## config.mk

```make
export PLATFORM = sky130hd
export DESIGN_NAME = interval_downtimer
export DESIGN_NICKNAME = d
export VERILOG_FILES = /design/src/rtl/interval_downtimer.sv
export SDC_FILE = /design/constraint.sdc
export NUM_CORES = 1
export LEC_CHECK = 0
export BUFFER_PORTS_ARGS = -buffer_cell sky130_fd_sc_hd__buf_4
export CORE_MARGIN = 3
export CORE_UTILIZATION = 45
export CTS_BUF_LIST = sky130_fd_sc_hd__clkbuf_4
export DETAILED_ROUTE_END_ITERATION = 7
export PLACE_DENSITY_LB_ADDON = 0.3
export SLEW_MARGIN = 20
export SYNTH_ARGS = -nofsm -noshare
export SYNTH_HDL_FRONTEND = slang
export SYNTH_SLANG_ARGS = --single-unit
```

## constraint.sdc

```tcl
create_clock -name clk_i -period 4.4 [get_ports clk_i]
set_clock_uncertainty 0.15 [all_clocks]
set_input_delay 0.44 -clock clk_i [delete_from_list [all_inputs] [get_ports clk_i]]
set_output_delay 0.44 -clock clk_i [all_outputs]
set_load 0.01 [all_outputs]
```

## src/rtl/interval_downtimer.sv

```systemverilog
module interval_downtimer #(
  parameter int SRST_CYCLES = 4
) (
  input  logic        clk_i,
  input  logic        rst_ni,
  input  logic        bus_wr_i,
  input  logic [4:0]  bus_addr_i,
  input  logic [31:0] bus_wdata_i,
  output logic [31:0] bus_rdata_o,
  input  logic [2:0]  tick_i,
  output logic        irq_o
);
  localparam int RW = $clog2(SRST_CYCLES + 1);
  localparam logic [31:0] ONES = 32'hFFFF_FFFF;

  logic          en_q, enmod_q, ie_q, rld_q, flag_q;
  logic [1:0]    src_q;
  logic [31:0]   load_q, cmp_q, cnt_q;
  logic [RW-1:0] srst_q;
  logic          tick_sel;

  wire busy     = (srst_q != '0);
  wire wr_ok    = bus_wr_i && !busy;
  wire wr_ctrl  = wr_ok && (bus_addr_i[4:2] == 3'd0);
  wire wr_stat  = wr_ok && (bus_addr_i[4:2] == 3'd1);
  wire wr_load  = wr_ok && (bus_addr_i[4:2] == 3'd2);
  wire wr_cmp   = wr_ok && (bus_addr_i[4:2] == 3'd3);
  wire do_srst  = wr_ctrl && bus_wdata_i[16];
  wire start    = wr_ctrl && bus_wdata_i[0] && bus_wdata_i[1] && !en_q;

  always_comb begin
    case (src_q)
      2'd1:    tick_sel = tick_i[0];
      2'd2:    tick_sel = tick_i[1];
      2'd3:    tick_sel = tick_i[2];
      default: tick_sel = 1'b0;
    endcase
  end

  wire        step     = en_q && tick_sel && !busy;
  wire        hit      = step && (cnt_q == cmp_q);
  wire [31:0] cnt_next = (cnt_q == '0) ? (rld_q ? load_q : ONES) : cnt_q - 32'd1;

  always_ff @(posedge clk_i or negedge rst_ni) begin
    if (!rst_ni) begin
      {en_q, enmod_q, ie_q, rld_q, flag_q} <= '0;
      src_q  <= '0;
      load_q <= ONES;
      cmp_q  <= '0;
      cnt_q  <= ONES;
      srst_q <= '0;
    end else if (do_srst) begin
      {en_q, enmod_q, ie_q, rld_q, flag_q} <= '0;
      src_q  <= '0;
      load_q <= ONES;
      cmp_q  <= '0;
      cnt_q  <= ONES;
      srst_q <= RW'(SRST_CYCLES);
    end else begin
      if (busy) srst_q <= srst_q - 1'b1;
      if (wr_ctrl) begin
        en_q    <= bus_wdata_i[0];
        enmod_q <= bus_wdata_i[1];
        ie_q    <= bus_wdata_i[2];
        rld_q   <= bus_wdata_i[3];
        src_q   <= bus_wdata_i[25:24];
      end
      if (wr_load) load_q <= bus_wdata_i;
      if (wr_cmp)  cmp_q  <= bus_wdata_i;
      if (start)     cnt_q <= load_q;
      else if (step) cnt_q <= cnt_next;
      if (hit)                          flag_q <= 1'b1;
      else if (wr_stat && bus_wdata_i[0]) flag_q <= 1'b0;
    end
  end

  always_comb begin
    case (bus_addr_i[4:2])
      3'd0:    bus_rdata_o = {6'd0, src_q, 7'd0, busy, 12'd0, rld_q, ie_q, enmod_q, en_q};
      3'd1:    bus_rdata_o = {31'd0, flag_q};
      3'd2:    bus_rdata_o = load_q;
      3'd3:    bus_rdata_o = cmp_q;
      3'd4:    bus_rdata_o = cnt_q;
      default: bus_rdata_o = '0;
    endcase
  end

  assign irq_o = flag_q & ie_q;


  decrement_chk: assert property (@(posedge clk_i) disable iff (!rst_ni)
    (step && !wr_ctrl && cnt_q != '0) |=> cnt_q == $past(cnt_q) - 32'd1);

  reload_chk: assert property (@(posedge clk_i) disable iff (!rst_ni)
    (step && !wr_ctrl && cnt_q == '0 && rld_q) |=> cnt_q == $past(load_q));

  wrap_chk: assert property (@(posedge clk_i) disable iff (!rst_ni)
    (step && !wr_ctrl && cnt_q == '0 && !rld_q) |=> cnt_q == ONES);

  hold_chk: assert property (@(posedge clk_i) disable iff (!rst_ni)
    (!en_q && !wr_ctrl) |=> $stable(cnt_q));

  sticky_chk: assert property (@(posedge clk_i) disable iff (!rst_ni)
    (flag_q && !(wr_stat && bus_wdata_i[0]) && !do_srst) |=> flag_q);

  set_wins_chk: assert property (@(posedge clk_i) disable iff (!rst_ni)
    (hit && !do_srst) |=> flag_q);

  irq_flag_chk: assert property (@(posedge clk_i) disable iff (!rst_ni)
    irq_o |-> (flag_q && ie_q));

  srst_idle_chk: assert property (@(posedge clk_i) disable iff (!rst_ni)
    busy |=> (!en_q && !flag_q));
endmodule

```

==> results by group <==
Run status
  – Status: finished, final reports clean

Synthesis
  – Async S/R FF share, synth: 100.0%
  – Syn Area/Cell: 8.201 um^2
  – Area of the mapped netlist: 6651 um^2
  – Leading post-synthesis cells by cell area: dfstp_2 25%, dfrtp_1 16%, nand2_1 11%, mux2i_1 5.1%, a21oi_1 5.0%
  – Primary FF master, synth: dfstp_2
  – FF+latch count, synth: 106
  – Netlist cell types: 64
  – Post-Syn Instances: 811
  – Syn nets: 858
  – Area leader, netlist: dfstp_2
  – Area share of the largest cell type after synthesis: 25.28%
  – Post-synth EDFFs: 0
  – Sequential share of the synthesized area: 41.08%
  – Syn. warnings: 0
  – Synth top cells by count: 195 x nand2_1, 66 x a21oi_1, 64 x dfstp_2, 54 x o21ai_0
  – Most common cell in the netlist: nand2_1

Routing
  – Post-route antenna net violation count: 0
  – Number of vias per cell: 5.991
  – Post-Route WL: 19.99 mm
  – Number of remaining DRC errors: 0
  – Pre-antenna DRT Iters: 5
  – WL/cell: 19.15 um
  – Via count: 6,255
  – 1st-iter DRT viols: 586

Worst hold path
  – Worst min path class: in -> reg

Worst setup path
  – Critical path, cell by cell: inv_1 > ha_1 > nor4bb_1 > buf_4 > and4_1 > nor2_1 > nor3_2 > o21ai_0 > o221a_1
  – CP Capture Type: flip-flop
  – CP Data Arrival Time: 3.52 ns
  – Slowest stage delay, CP: 0.72 ns
  – Max Fanout on Critical Path: 10
  – CP Launch Type: flip-flop
  – Critical path required time: 4.69 ns
  – Slowest cell on the critical path: nor3_2
  – Setup CP Type: reg -> reg

Clock network
  – Clock latency at the later pin of the worst-skew pair: 0.50 ns
  – Clock sinks: 106
  – CTS tree: yes
  – Clock slew seen by the registers of the worst setup and hold paths: 0.17 ns
  – CTS max path bufs: 2
  – Root buffer cell: clkbuf_4
  – Post-CTS setup buffer count: 0
  – CTS HTree Levels: 3
  – Inserted Clock Buffers: 9

Global routing
  – Number of global-route vias before repair: 5,778
  – First-pass GRT wire length: 32.25 mm
  – Largest net degree at the start of global routing: 63
  – Remaining global-route overflow: 0
  – GRT Util Overall: 24.79%
  – Initial antenna violation count: 0

Cells and area
  – FILL cells: 1,351
  – Cell area after layout: 7569 um^2
  – Share of cells above drive strength 1: 21.53%
  – Antenna fix cells: 0
  – Layout area overhead: 13.79%
  – Final net count: 906

Place
  – Area post-placement: 7232 um^2
  – PortBufs: 73
  – DP Wirelength: 13.66 mm
  – GPL Wtd Cong: 0.9681

Timing
  – Final setup fails: 0
  – Period utilization: 73.45%
  – RSZ-0062 raised after global routing: false
  – Fmax: 0.3094 GHz
  – Final min period: 3.232 ns
  – Setup TNS: 0 ns
  – Max Slew Vio Count: 0
  – Fin. Hold Viols: 0
  – Relative slew slack: 25.14%
  – Hold_ws: 0.01465 ns
  – Worst slew pin tran: 1.123 ns

Die
  – Die Ht: 127.6 um
  – Core area: 14,150 um^2
  – Ports: 76
  – Die Area: 16,280 um^2
  – Floorplan row count: 43
  – Initial Util: 47.01%
  – Die W: 127.6 um

Pwr
  – Design Power: 4020 uW
  – Leak: 0.003074 uW
  – Max VDD drop: 0.0002773 V
  – PD cells: 531.2 nW/um^2

Run
  – Max_cap viols: 0
[cells in the final DEF (no fill, tap or decap), types with 7 or more instances in the layout]
cell,n
dfrtp_1,42
dfstp_2,64
nand4_1,13
a31oi_1,7
a21oi_1,66
mux2i_1,34
dlygate4sd3_1,18
o21ai_0,54
xnor2_1,33
nor4_1,9
inv_1,8
and2_1,9
clkbuf_4,10
nand3_1,47
nand2_1,194
nor3_1,22
nor2_1,42
buf_4,85
[critical path: cells and delay by family, from the launching register on]
family | cells | cell delay, ns
fa+ha+maj | 1 | 0.23
simple gates | 4 | 1.73
compound gates | 2 | 0.38
buf+inv | 2 | 0.29
flops | 1 | 0.41
[state kept, by name, summed over array words and instances, names as in the netlist, 2 cells and up]
signal,cells
cmp_q,32
src_q,2
srst_q,3
cnt_q,32
load_q,32
[cell type report]
| cell class | count | area (um^2) | share of cell area (%) |
|---|---|---|---|
| clock buffers | 10 | 75.07 | 0.9919 |
| clock inverters | 6 | 81.33 | 1.075 |
| inverters | 8 | 30.03 | 0.3968 |
| multi-input cells | 631 | 3606 | 47.64 |
| flip-flops and latches | 106 | 2733 | 36.11 |
| well taps | 180 | 225.2 | 2.976 |
| repair buffers | 103 | 818.3 | 10.81 |
[metal layers]
metal,vias up,share of wire (%),GRT usage (%)
li1,2948,-,-
met1,3029,46,36.71
met2,255,46,38.31
met3,23,6.4,3.721
met4,0,1.6,6.055
met5,-,0,0
[final timing paths]
kind / slack (ns) / cells past startpoint / to / start
setup / recovery: 1.17 / 9 / cnt_q[17]$_DFFE_PN1P_ / srst_q[0]$_DFFE_PN0P_
max in group asynchronous: 2.80 / 3 / load_q[7]$_DFFE_PN1P_ / rst_ni
hold reg to reg: 0.35 / 2 / load_q[23]$_DFFE_PN1P_ / load_q[23]$_DFFE_PN1P_
hold / removal: 0.01 / 3 / cmp_q[5]$_DFFE_PN0P_ / bus_wdata_i[5]
setup reg to reg: 1.17 / 9 / cnt_q[17]$_DFFE_PN1P_ / srst_q[0]$_DFFE_PN0P_
min in group asynchronous: 0.41 / 2 / cmp_q[29]$_DFFE_PN0P_ / rst_ni
[logic make-up (layout without fill, tap and decap cells)]
logic type / count (synthesis) / after routing / synth area share [%]
xor+xnor: 33 / 33 / 4.345
fa+ha+maj: 4 / 4 / 0.7525
mux: 34 / 34 / 5.117
simple gates: 379 / 379 / 27.13
buf+inv: 74 / 127 / 4.759
compound gates: 181 / 181 / 16.82
flops: 106 / 106 / 41.08
[repair_timing]
action | 4_1_cts | 5_1_grt
hold endpoints to repair | 43 | 1
hold buffers | 17 | 1
gates resized for setup | 0 | 0
[where the power goes]
group / internal (uW) / switching, uW / total, uW
sequential: 1550 / 533 / 2090
clock: 233 / 335 / 568
combinational: 668 / 698 / 1370
[per-stage QoR]
stage	cells	worst slack (ns)	util, %
floorplan	811	1.862	-
global placement	1010	1.270	51.09
detailed placement	1010	1.255	51.11
CTS	1043	1.196	53.42
global route	1044	0.8808	53.49
finish	1044	1.168	53.49
(Power assumes the default switching activity.)
